==> src/rtl/ivr_pkg.sv <==
package ivr_pkg;
  localparam int PTR_W  = 32;
  localparam int SZ_W   = 5;
  localparam int ADDR_W = 40;
  localparam int CSR_AW = 3;

  localparam logic [CSR_AW-1:0] RA_CTRL = 3'd0;
  localparam logic [CSR_AW-1:0] RA_BASE = 3'd1;
  localparam logic [CSR_AW-1:0] RA_RPTR = 3'd2;
  localparam logic [CSR_AW-1:0] RA_WPTR = 3'd3;
  localparam logic [CSR_AW-1:0] RA_WBLO = 3'd4;
  localparam logic [CSR_AW-1:0] RA_WBHI = 3'd5;

  typedef struct packed {
    logic [7:0]  src;
    logic [27:0] data;
    logic [7:0]  ring;
    logic [7:0]  vm;
    logic [15:0] pasid;
  } ivr_event_t;

  typedef enum logic [2:0] {
    PH_IDLE, PH_D0, PH_D1, PH_D2, PH_D3, PH_WB
  } ivr_phase_e;

  function automatic logic [PTR_W-1:0] ptr_mask(input logic [SZ_W-1:0] sz);
    logic [PTR_W+1:0] m;
    m = ((PTR_W+2)'(4) << sz) - (PTR_W+2)'(1);
    return m[PTR_W-1:0];
  endfunction

  function automatic logic [PTR_W-1:0] ring_next(input logic [PTR_W-1:0] p,
                                                 input logic [SZ_W-1:0] sz);
    return (p + PTR_W'(16)) & ptr_mask(sz);
  endfunction

  function automatic logic [31:0] vec_word(input ivr_event_t ev, input logic [1:0] idx);
    case (idx)
      2'd0:    return {24'h0, ev.src};
      2'd1:    return {4'h0, ev.data};
      2'd2:    return {ev.pasid, ev.vm, ev.ring};
      default: return 32'h0;
    endcase
  endfunction
endpackage

==> src/rtl/ivr_evt_fifo.sv <==
module ivr_evt_fifo #(
  parameter int DEPTH = 4,
  parameter int W     = 68
) (
  input  logic         clk,
  input  logic         rst_n,
  input  logic         wr_valid,
  output logic         wr_ready,
  input  logic [W-1:0] wr_data,
  input  logic         rd_pop,
  output logic         rd_avail,
  output logic [W-1:0] rd_data
);
  localparam int IW = (DEPTH > 1) ? $clog2(DEPTH) : 1;
  localparam int CW = $clog2(DEPTH + 1);

  logic [W-1:0]  store [DEPTH];
  logic [IW-1:0] wr_ix, rd_ix;
  logic [CW-1:0] cnt;
  logic          push, pop;

  assign wr_ready = (cnt != CW'(DEPTH));
  assign rd_avail = (cnt != '0);
  assign rd_data  = store[rd_ix];
  assign push     = wr_valid && wr_ready;
  assign pop      = rd_pop && rd_avail;

  always_ff @(posedge clk) begin
    if (push) store[wr_ix] <= wr_data;
  end

  always_ff @(posedge clk or negedge rst_n) begin
    if (!rst_n) begin
      wr_ix <= '0;
      rd_ix <= '0;
      cnt   <= '0;
    end else begin
      if (push) wr_ix <= (wr_ix == IW'(DEPTH-1)) ? '0 : wr_ix + 1'b1;
      if (pop)  rd_ix <= (rd_ix == IW'(DEPTH-1)) ? '0 : rd_ix + 1'b1;
      if (push && !pop)      cnt <= cnt + 1'b1;
      else if (pop && !push) cnt <= cnt - 1'b1;
    end
  end
endmodule

==> src/rtl/ivr_csr.sv <==
module ivr_csr
  import ivr_pkg::*;
(
  input  logic              clk,
  input  logic              rst_n,
  input  logic              we,
  input  logic [CSR_AW-1:0] addr,
  input  logic [31:0]       wdata,
  output logic [31:0]       rdata,
  input  logic [31:0]       wptr_view,
  output logic              intr_en,
  output logic              ring_en,
  output logic              wb_en,
  output logic              ovf_det_en,
  output logic [SZ_W-1:0]   ring_size,
  output logic [31:0]       base_hi,
  output logic [PTR_W-1:0]  rptr,
  output logic [ADDR_W-1:0] wb_addr,
  output logic              ovf_clr,
  output logic              sw_wptr_we,
  output logic [PTR_W-1:0]  sw_wptr_val
);
  logic [31:0] wblo_q;
  logic [7:0]  wbhi_q;
  logic [31:0] ctrl_view;

  assign ctrl_view   = {23'h0, ring_size, ovf_det_en, wb_en, ring_en, intr_en};
  assign wb_addr     = {wbhi_q, wblo_q};
  assign ovf_clr     = we && (addr == RA_CTRL) && wdata[9];
  assign sw_wptr_we  = we && (addr == RA_WPTR) && !ring_en;
  assign sw_wptr_val = {wdata[PTR_W-1:4], 4'h0};

  always_ff @(posedge clk or negedge rst_n) begin
    if (!rst_n) begin
      intr_en    <= 1'b0;
      ring_en    <= 1'b0;
      wb_en      <= 1'b0;
      ovf_det_en <= 1'b0;
      ring_size  <= '0;
      base_hi    <= '0;
      rptr       <= '0;
      wblo_q     <= '0;
      wbhi_q     <= '0;
    end else if (we) begin
      case (addr)
        RA_CTRL: begin
          intr_en    <= wdata[0];
          ring_en    <= wdata[1];
          wb_en      <= wdata[2];
          ovf_det_en <= wdata[3];
          ring_size  <= wdata[8:4];
        end
        RA_BASE: base_hi <= wdata;
        RA_RPTR: rptr    <= wdata;
        RA_WBLO: wblo_q  <= wdata;
        RA_WBHI: wbhi_q  <= wdata[7:0];
        default: ;
      endcase
    end
  end

  always_comb begin
    case (addr)
      RA_CTRL: rdata = ctrl_view;
      RA_BASE: rdata = base_hi;
      RA_RPTR: rdata = rptr;
      RA_WPTR: rdata = wptr_view;
      RA_WBLO: rdata = wblo_q;
      RA_WBHI: rdata = {24'h0, wbhi_q};
      default: rdata = 32'h0;
    endcase
  end
endmodule

==> src/rtl/ivr_emit.sv <==
module ivr_emit
  import ivr_pkg::*;
(
  input  logic              clk,
  input  logic              rst_n,
  input  logic              go_en,
  input  logic              wb_en,
  input  logic              ovf_det_en,
  input  logic [SZ_W-1:0]   ring_size,
  input  logic [31:0]       base_hi,
  input  logic [PTR_W-1:0]  rptr,
  input  logic [ADDR_W-1:0] wb_addr,
  input  logic              evt_avail,
  input  ivr_event_t        evt_head,
  output logic              evt_pop,
  input  logic              sw_wptr_we,
  input  logic [PTR_W-1:0]  sw_wptr_val,
  input  logic              ovf_clr,
  output logic              mem_valid,
  input  logic              mem_ready,
  output logic [ADDR_W-1:0] mem_addr,
  output logic [31:0]       mem_data,
  output logic [PTR_W-1:0]  wptr,
  output logic              ovf,
  output logic              vec_commit,
  output logic              ovf_set
);
  ivr_phase_e       phase_q;
  ivr_event_t       cur_q;
  logic             beat_done, ring_full;
  logic [1:0]       idx;
  logic [PTR_W-1:0] mask, wptr_next;
  logic [ADDR_W-1:0] vec_addr;

  assign mask       = ptr_mask(ring_size);
  assign wptr_next  = ring_next(wptr, ring_size);
  assign ring_full  = (wptr_next == (rptr & mask));
  assign mem_valid  = (phase_q != PH_IDLE);
  assign beat_done  = mem_valid && mem_ready;
  assign vec_commit = (phase_q == PH_D3) && beat_done;
  assign ovf_set    = vec_commit && ovf_det_en && ring_full;
  assign evt_pop    = (phase_q == PH_IDLE) && go_en && evt_avail;

  always_comb begin
    case (phase_q)
      PH_D1:   idx = 2'd1;
      PH_D2:   idx = 2'd2;
      PH_D3:   idx = 2'd3;
      default: idx = 2'd0;
    endcase
  end

  assign vec_addr = {base_hi, 8'h00} + {8'h00, wptr & mask} + {36'h0, idx, 2'b00};
  assign mem_addr = (phase_q == PH_WB) ? wb_addr : vec_addr;
  assign mem_data = (phase_q == PH_WB) ? {wptr[PTR_W-1:1], ovf} : vec_word(cur_q, idx);

  always_ff @(posedge clk) begin
    if (evt_pop) cur_q <= evt_head;
  end

  always_ff @(posedge clk or negedge rst_n) begin
    if (!rst_n) begin
      phase_q <= PH_IDLE;
      wptr    <= '0;
      ovf     <= 1'b0;
    end else begin
      case (phase_q)
        PH_IDLE: if (evt_pop)   phase_q <= PH_D0;
        PH_D0:   if (beat_done) phase_q <= PH_D1;
        PH_D1:   if (beat_done) phase_q <= PH_D2;
        PH_D2:   if (beat_done) phase_q <= PH_D3;
        PH_D3:   if (beat_done) phase_q <= wb_en ? PH_WB : PH_IDLE;
        PH_WB:   if (beat_done) phase_q <= PH_IDLE;
        default: phase_q <= PH_IDLE;
      endcase
      if (vec_commit)      wptr <= wptr_next;
      else if (sw_wptr_we) wptr <= sw_wptr_val;
      if (ovf_set)      ovf <= 1'b1;
      else if (ovf_clr) ovf <= 1'b0;
    end
  end
endmodule

==> src/rtl/ivring_writer.sv <==
module ivring_writer
  import ivr_pkg::*;
#(
  parameter int FIFO_DEPTH = 4
) (
  input  logic        clk,
  input  logic        rst_n,
  input  logic        ev_valid,
  output logic        ev_ready,
  input  logic [7:0]  ev_src_id,
  input  logic [27:0] ev_src_data,
  input  logic [7:0]  ev_ring_id,
  input  logic [7:0]  ev_vm_id,
  input  logic [15:0] ev_pasid,
  input  logic        csr_we,
  input  logic [2:0]  csr_addr,
  input  logic [31:0] csr_wdata,
  output logic [31:0] csr_rdata,
  output logic        mem_valid,
  input  logic        mem_ready,
  output logic [39:0] mem_addr,
  output logic [31:0] mem_data,
  output logic        irq
);
  localparam int EV_W = $bits(ivr_event_t);

  ivr_event_t        ev_in, evt_head;
  logic              evt_avail, evt_pop;
  logic              intr_en, ring_en, wb_en, ovf_det_en;
  logic [SZ_W-1:0]   ring_size;
  logic [31:0]       base_hi;
  logic [PTR_W-1:0]  rptr, wptr, sw_wptr_val, mask;
  logic [ADDR_W-1:0] wb_addr;
  logic              ovf_clr, sw_wptr_we, ovf, vec_commit, ovf_set;

  assign ev_in = '{src: ev_src_id, data: ev_src_data, ring: ev_ring_id,
                   vm: ev_vm_id, pasid: ev_pasid};

  ivr_evt_fifo #(.DEPTH(FIFO_DEPTH), .W(EV_W)) u_fifo (
    .clk(clk), .rst_n(rst_n),
    .wr_valid(ev_valid), .wr_ready(ev_ready), .wr_data(ev_in),
    .rd_pop(evt_pop), .rd_avail(evt_avail), .rd_data(evt_head)
  );

  ivr_csr u_csr (
    .clk(clk), .rst_n(rst_n),
    .we(csr_we), .addr(csr_addr), .wdata(csr_wdata), .rdata(csr_rdata),
    .wptr_view({wptr[PTR_W-1:1], ovf}),
    .intr_en(intr_en), .ring_en(ring_en), .wb_en(wb_en), .ovf_det_en(ovf_det_en),
    .ring_size(ring_size), .base_hi(base_hi), .rptr(rptr), .wb_addr(wb_addr),
    .ovf_clr(ovf_clr), .sw_wptr_we(sw_wptr_we), .sw_wptr_val(sw_wptr_val)
  );

  ivr_emit u_emit (
    .clk(clk), .rst_n(rst_n),
    .go_en(intr_en && ring_en), .wb_en(wb_en), .ovf_det_en(ovf_det_en),
    .ring_size(ring_size), .base_hi(base_hi), .rptr(rptr), .wb_addr(wb_addr),
    .evt_avail(evt_avail), .evt_head(evt_head), .evt_pop(evt_pop),
    .sw_wptr_we(sw_wptr_we), .sw_wptr_val(sw_wptr_val), .ovf_clr(ovf_clr),
    .mem_valid(mem_valid), .mem_ready(mem_ready), .mem_addr(mem_addr), .mem_data(mem_data),
    .wptr(wptr), .ovf(ovf), .vec_commit(vec_commit), .ovf_set(ovf_set)
  );

  assign mask = ptr_mask(ring_size);
  assign irq  = intr_en && ring_en && ((wptr & mask) != (rptr & mask));
endmodule

==> config.mk <==
export PLATFORM = sky130hd
export DESIGN_NAME = ivring_writer
export DESIGN_NICKNAME = d
export VERILOG_FILES = /design/src/rtl/ivr_pkg.sv /design/src/rtl/ivr_evt_fifo.sv /design/src/rtl/ivr_csr.sv /design/src/rtl/ivr_emit.sv /design/src/rtl/ivring_writer.sv
export SDC_FILE = /design/constraint.sdc
export NUM_CORES = 1
export LEC_CHECK = 0
export ABC_CLOCK_PERIOD_IN_PS = 8020
export BUFFER_PORTS_ARGS = -buffer_cell sky130_fd_sc_hd__buf_2
export CAP_MARGIN = 25
export CORE_AREA = 3 3 251 253
export DETAILED_ROUTE_END_ITERATION = 8
export DIE_AREA = 0 0 254 256
export PLACE_DENSITY = 0.71
export SYNTH_ARGS = -nofsm -noshare
export SYNTH_HDL_FRONTEND = slang
export SYNTH_HIERARCHICAL = 1
export SYNTH_SLANG_ARGS = --single-unit
==> constraint.sdc <==
create_clock -name clk -period 8.02 [get_ports clk]
set_input_delay 0.401 -clock clk [delete_from_list [all_inputs] [get_ports clk]]
set_output_delay 0.401 -clock clk [all_outputs]
set_load 0.02 [all_outputs]
==> out/qor.txt, run 1 <==
Hold Vio Cnt, Final: 0
Worst slew margin: 32.9%
DRT antenna net count: 0
RSZ-0062 raised after global routing: false
Run status: finished clean
Area post-placement: 26,900 sq um
Fraction of layout cells with a size suffix above 1: 26.4%
Syn Inst Count: 1,956
H-tree depth: 2
Critical path class: register to output pin
Pwr dens: 349 nW/um^2
Period utilisation layout: 92.8%
Worst R2R End: u_emit/ovf
Endpoints failing setup: 0
Layer carrying the most global-route usage: met2
Max FO, Critical Path: 30
Non-Filler Instances: 3,011
Syn avg cell area: 13.0 sq um
Most frequent CP cell: nor2_1
Average vias per placed instance: 5.88
Maximum clock rate: 134 MHz
Post_cts resized: 0
Max-cap violation count: 0
Root Buffer: clkbuf_16
Clk buf depth: 3
Cell count along the critical path: 20
FF-to-FF setup slack: 3.80 ns
Vias in the first global route: 17,467
EDFF count, synth: 340
GR Util met1: 32.1%
Worst-margin pin slew: 1.01 ns
First-pass GRT wire length: 116,000 microns
Worst path max stage delay: 0.69 ns
DRT Wirelength: 77,800 microns
Hold/Removal Path Class: primary input to register
Yosys top cell area share: 40.1%
Slew Limit Fails: 0
Reg-to-reg startpoint: u_emit/phase_q[1]
Critical-path cell list: nor2_1 -> nand3_1 -> ha_1 -> or3b_2 -> nor2_1 -> a22oi_1 -> o2bb2ai_1 -> and2_1 -> ha_1 -> nand4_1 -> or4_1 -> a211oi_2 -> a211oi_2 -> o31ai_2 -> o21ai_1 -> a21oi_1 -> nor2_1 -> xor2_1 -> o21ai_0 -> buf_2
Dpl cells: 2,832
Critical Path Source Type: register
Worst Path Arrival: 7.04 ns
Pin count of the biggest net entering global routing: 80
LEAKAGE: 11.1 nW
Worst EP required: 7.62 ns
TritonCTS clock tree: yes
Detailed-route DRC error count: 0
Cell area after layout: 29,600 sq um
Synth async-reset ratio: 31.5%
Final net count: 2,316
DR vias: 17,708
DR pass1 iterations: 5
Mapped cell area: 25,500 sq um
CP top delay family: compound AO/OA/AOI/OAI gates
Prevailing post-synth register cell: edfxtp_1
Synth warn: 6
DP HPWL: 53,500 microns
Worst path slowest cell: dfrtp_1
1st-iter DRT viols: 1,901
Largest cells by area after synthesis: edfxtp_1, dfrtp_1, mux4_2, mux2_2, xnor2_1
Most frequent cells in the layout: edfxtp_1, buf_2, nand2_1
Buffer count from post-CTS setup fixing: 0
Area growth from synthesis to layout: 16.4%
Worst Hold Endpoint: u_csr/base_hi[30]
CP endpoint kind: output pin
CTS clk-pin slew, worst paths: 0.06 ns
Global placer's final weighted congestion: 0.989
Cts hold-fix bufs: 70
Buf/Inv on CP: 1
Die area: 65,000 sq um
Skew-Pair Late Insertion Delay: 0.64 ns
Yosys cell types: 98
Hold wc startpoint: csr_wdata[30]
PortBufs: 214
Effective utilization at floorplan: 41.6%
Clock Sinks: 496
Met3 usage: 5.16%
M2 GR Usage: 37.7%
Register-to-Register Path Depth: 11
Area leader, netlist: edfxtp_1
Final setup TNS: 0 ns
VDD IR max: 266 uV
Routed wire per std cell: 25.8 microns
Num CTS Buffers: 54
Core ar.: 61,300 sq um
FP Rows: 91
All-Layer GR Usage: 23.6%
Yosys reg bits: 496
Grt total ovfl: 0
Post-synthesis sequential area ratio: 55.4%
Chip height: 256 microns
Clock skew: 0.0327 ns
Minimum clock period: 7.44 ns
Most common cell after layout, fill and taps aside: edfxtp_1
Initial antenna violation count: 5
Chip Width: 254 microns
I/O pin total: 215
Hold-critical path depth: 2
==> synth_stat cells, drive strengths merged (11+ instances only) <==
master / n
mux2i: 49
nand2b: 12
a221o: 22
nor4: 15
nor2: 79
ha: 35
nor2b: 21
inv: 28
o2bb2ai: 25
buf: 86
clkbuf: 75
nand4: 11
edfxtp: 340
nand3: 34
xnor2: 77
nor3: 26
o21ai: 118
a21o: 13
and2: 31
xor2: 45
a31oi: 14
dfrtp: 156
and3: 18
nand2: 169
mux4: 68
a21oi: 59
a22oi: 33
o22ai: 12
mux2: 148
==> power by group <==
| group | switching (W) | internal, W |
|---|---|---|
| Clock | 0.00106 | 0.00155 |
| Sequential | 0.000661 | 0.00339 |
| Combinational | 0.00215 | 0.00154 |
| Total | 0.00387 | 0.00648 |
==> cell families (layout without fill, tap and decap cells) <==
group           Yosys count  count (layout)  synth area share (%)
fa+ha+maj                37              37                  1.88
flops                   496             496                  55.4
mux                     265             265                  15.0
xor+xnor                122             122                  4.20
buf+inv                 190             448                  3.97
simple gates            459             459                  9.27
compound gates          386             386                  10.3
other cells               1               8                0.0147
==> through the flow <==
stage / hold slack [ns] / setup WS, ns / utilization, % / total power (W)
floorplan: 0.105 / 2.15 / - / 0.00640
global placement: 0.464 / 1.53 / 43.8 / 0.00762
detailed placement: 0.471 / 1.45 / 44.0 / 0.00770
CTS: 0.0243 / 0.730 / 48.2 / 0.0104
global route: 0.0501 / 0.253 / 48.4 / 0.0108
finish: 0.0621 / 0.578 / 48.4 / 0.0104
==> layout make-up <==
cell class / count / area, sq um
antenna: 4 / 10.0
fill: 5392 / 31600
multi-input combinational: 1273 / 10400
timing repair buffer: 317 / 2150
inverter: 29 / 109
clock inverter: 37 / 462
clock buffer: 65 / 1430
tap: 790 / 988
sequential: 496 / 14100
==> worst reg2reg max path, cell delays in order (launching register included) <==
cell and delay (ns):
dfrtp_1 0.74, nor2b_1 0.55, nand3b_1 0.72, clkinv_1 0.25, nand4_1 0.17, a211o_1 0.30, a221oi_1 0.32, nand4_1 0.13
a211oi_1 0.29, o2111a_1 0.31, and4_1 0.27, a21o_1 0.10
==> flip-flops by register name (all words and copies together), names as in the netlist <==
name              cells
u_csr/base_hi        32
u_csr/intr_en         1
u_csr/ovf_det_en      1
u_csr/ring_en         1
u_csr/ring_size       5
u_csr/rptr           32
u_csr/wb_en           1
u_csr/wbhi_q          8
u_csr/wblo_q         32
u_emit/cur_q         68
u_emit/ovf            1
u_emit/phase_q        3
u_emit/wptr          32
u_fifo/cnt            3
u_fifo/rd_ix          2
u_fifo/store        272
u_fifo/wr_ix          2
==> worst max path at each step <==
stage / startpoint / endpoint / slack [ns]
2_1_floorplan: u_emit/phase_q[0] / u_fifo/cnt[1] / 2.15
3_3_place_gp: u_csr/ring_size[4] / mem_addr[32] / 1.53
3_5_place_dp: u_csr/ring_size[4] / mem_addr[32] / 1.45
4_1_cts: u_csr/ring_size[4] / mem_addr[32] / 0.73
5_1_grt: u_csr/ring_size[4] / mem_addr[32] / 0.25
6_report: u_csr/ring_size[4] / mem_addr[32] / 0.58
==> metal layers <==
layer  vias to the layer above  wire (microns)
met1                      8976           32100
met4                         4            2590
li1                       7824               -
met5                         -              26
met2                       759           36800
met3                       145            6380
Power figures use the tool's default switching activity.
==> inputs of run 2 (changes only) <==
Settings changed: CORE_AREA 3 3 251 253 to 3 3 353 181, DIE_AREA 0 0 254 256 to 0 0 356 184.
==> run 2 against run 1 <==
  * Wire length is 6.0% lower
  * Clock-buffer cell count is 5 lower
  * Maximum frequency is 4.5% higher
  * Clock skew is 0.0092 ns lower
  * Critical path type unchanged
  * Largest power group unchanged
  * Hold slack worse by 0.032 ns
  * Via count is 3.0% lower
  * Core utilization is 1.5 points lower
  * Register-to-register slack worse by 0.53 ns
  * Global-route usage is 1.6 points lower
  * Combinational power is 2% lower
  * Highest routed layer unchanged
  * Cell count is 1.8% lower
  * Critical endpoint unchanged
==> out/qor.txt, run 2 (same netlist as run 1, synthesis figures left out) <==
RSZ-0062 raised after global routing: false
Critical Path Source Type: register
Hold/Removal Path Class: primary input to register
Final net count: 2,236 (-3.5%)
Hold wc startpoint: ev_src_data[17]
DR pass1 iterations: 6 (+1)
DRT antenna net count: 0 (unchanged)
WL met3: 4990 microns (-22%)
Root Buffer: clkbuf_16
Worst Hold Endpoint: u_fifo/store[3][49]
Fraction of layout cells with a size suffix above 1: 26.4% (+0.057 points)
Run status: finished clean
Register-to-Register Path Depth: 12 (+1)
Average vias per placed instance: 5.81 (-1.2%)
Endpoints failing setup: 0 (unchanged)
First-pass GRT wire length: 109,000 microns (-5.4%)
Worst slew margin: 29.1% (-3.9 points)
Detailed-route DRC error count: 0 (unchanged)
FF-to-FF setup slack: 3.27 ns (-0.53 ns)
Final core area utilization: 46.9% (-1.5 points)
Reg with most FFs: u_fifo/store
TritonCTS clock tree: yes
All-Layer GR Usage: 22.0% (-1.6 points)
Met2 WL: 35,600 microns (-3.1%)
Vias in the first global route: 16,747 (-4.1%)
Largest regs: u_fifo/store: 272 flops, u_emit/cur_q: 68 flops
Non-Filler Instances: 2,958 (-1.8%)
Clock skew: 0.0234 ns (-0.00922 ns)
Highest metal used: met5
Area growth from synthesis to layout: 12.0%
Worst-margin pin slew: 1.06 ns (+0.0582 ns)
Buffer count from post-CTS setup fixing: 0 (unchanged)
Reg-to-reg startpoint: u_emit/phase_q[2]
PortBufs: 214 (unchanged)
Clk buf depth: 3 (unchanged)
I/O pin total: 215 (unchanged)
VDD IR max: 196 uV (-26%)
Clock Sinks: 496 (unchanged)
Final setup TNS: 0 ns (unchanged)
Minimum clock period: 7.12 ns (-0.321 ns)
Area post-placement: 26,900 sq um (about the same)
Max FO, Critical Path: 49 (+63%)
LEAKAGE: 10.6 nW (-4.6%)
Critical path class: register to output pin
CTS clk-pin slew, worst paths: 0.06 ns (about the same)
Die area: 65,500 sq um (+0.74%)
Max-cap violation count: 0 (unchanged)
Effective utilization at floorplan: 41.8% (+0.27 points)
Worst EP required: 7.62 ns (about the same)
Most frequent cells in the layout: edfxtp_1, buf_2, nand2_1
Initial antenna violation count: 7 (+2)
Slew Limit Fails: 0 (unchanged)
Num CTS Buffers: 47 (-13%)
Worst Path Arrival: 6.72 ns (-0.32 ns)
CP endpoint kind: output pin
DR vias: 17,180 (-3.0%)
Hold Vio Cnt, Final: 0 (unchanged)
Hold-critical path depth: 1 (-1)
DRT Wirelength: 73,100 microns (-6.0%)
Cell area after layout: 28,500 sq um (-3.7%)
Chip Width: 356 microns (+40%)
Critical Path Start: u_csr/ring_size[3]
FP Rows: 64 (-30%)
Tot Pwr: 0.00987 W (-4.7%)
Most common cell after layout, fill and taps aside: edfxtp_1
DP HPWL: 50,100 microns (-6.4%)
Grt total ovfl: 0 (unchanged)
Pin count of the biggest net entering global routing: 71 (-11%)
Pwr dens: 346 nW/um^2 (-1.0%)
1st-iter DRT viols: 1,777 (-6.5%)
Core ar.: 60,900 sq um (-0.65%)
Worst R2R End: u_emit/ovf
Maximum clock rate: 140 MHz (+4.5%)
H-tree depth: 2 (unchanged)
Chip height: 184 microns (-28%)
Global placer's final weighted congestion: 0.927 (-6.2%)
Post-route met1 wirelength: 29,400 microns (-8.2%)
Fillers: 5,342 (-0.93%)
Dpl cells: 2,865 (+1.2%)
Skew-Pair Late Insertion Delay: 0.59 ns (-0.05 ns)
Period utilisation layout: 88.8% (-4.0 points)
Max reg flops: 272 (unchanged)
Routed wire per std cell: 24.7 microns (-4.4%)
## run 2: changes by cell type in the layout (fill, tap and decap cells not counted), moves of 3 or more
cell / previous run / this run
clkinv_2: 10 / 7
dlygate4sd3_1: 70 / 1
clkbuf_1: 7 / 12
buf_16: 6 / 2
clkbuf_16: 54 / 48
clkbuf_8: 4 / 0
inv_6: 4 / 0
bufinv_16: 8 / 5
## run 2: stage by stage
| stage | setup slack, ns | hold slack [ns] |
|---|---|---|
| finish | 0.899 | 0.0302 |
| global route | 0.522 | 0.0120 |
| CTS | 0.982 | 0.00852 |
| detailed placement | 1.63 | 0.369 |
| global placement | 1.71 | 0.372 |
| floorplan | 2.15 | 0.105 |
## run 2: report_power, final
part           leakage (nW)  switching [W]  internal (W)  total (W)
clock network         0.742       0.000989       0.00127    0.00226
registers              5.00       0.000612       0.00339    0.00400
logic                  4.89        0.00210       0.00150    0.00360
total                  10.6        0.00370       0.00617    0.00987
## run 2: area by class of cell
cell class	instances	area, sq um	area share, %
sequential	496	14100	49.5
tap	825	1030	3.62
clock buffer	60	1250	4.37
clock inverter	27	304	1.07
multi-input combinational	1273	10400	36.3
inverter	29	109	0.382
antenna	4	10.0	0.0351
timing repair buffer	244	1350	4.71
## run 2: what timing repair did
action	CTS	global route
hold endpoints to repair	47	0
gates resized for setup	0	0
hold buffers	1	0
## run 2: routing by layer
metal / up-vias / track usage [%]
li1: 7657 / -
met1: 8706 / 28.8
met2: 676 / 36.9
met3: 137 / 3.36
met4: 4 / 8.93
met5: - / 0
## run 2: worst max-delay path, cell delays in order (launching register included)
cell       delay (ns)
dfrtp_1          0.37
buf_4            0.29
nor2_1           0.31
nand3_1          0.13
ha_1             0.49
or3b_2           0.59
nor2_1           0.14
a22oi_1          0.09
o2bb2ai_1        0.30
and2_1           0.18
ha_1             0.16
nand4_1          0.12
or4_1            0.50
a211oi_2         0.26
a211oi_2         0.21
o31ai_2          0.54
o21ai_1          0.19
a21oi_1          0.56
nor2_1           0.11
xor2_1           0.16
o21ai_0          0.21
buf_2            0.21
## run 2: worst max path at each step
stage,endpoint,slack (ns),cells after the start
6_report,mem_addr[32],0.90,21
5_1_grt,mem_addr[34],0.52,21
4_1_cts,mem_addr[32],0.98,21
3_5_place_dp,mem_addr[32],1.63,21
3_3_place_gp,mem_addr[32],1.71,21
2_1_floorplan,u_fifo/cnt[1],2.15,9
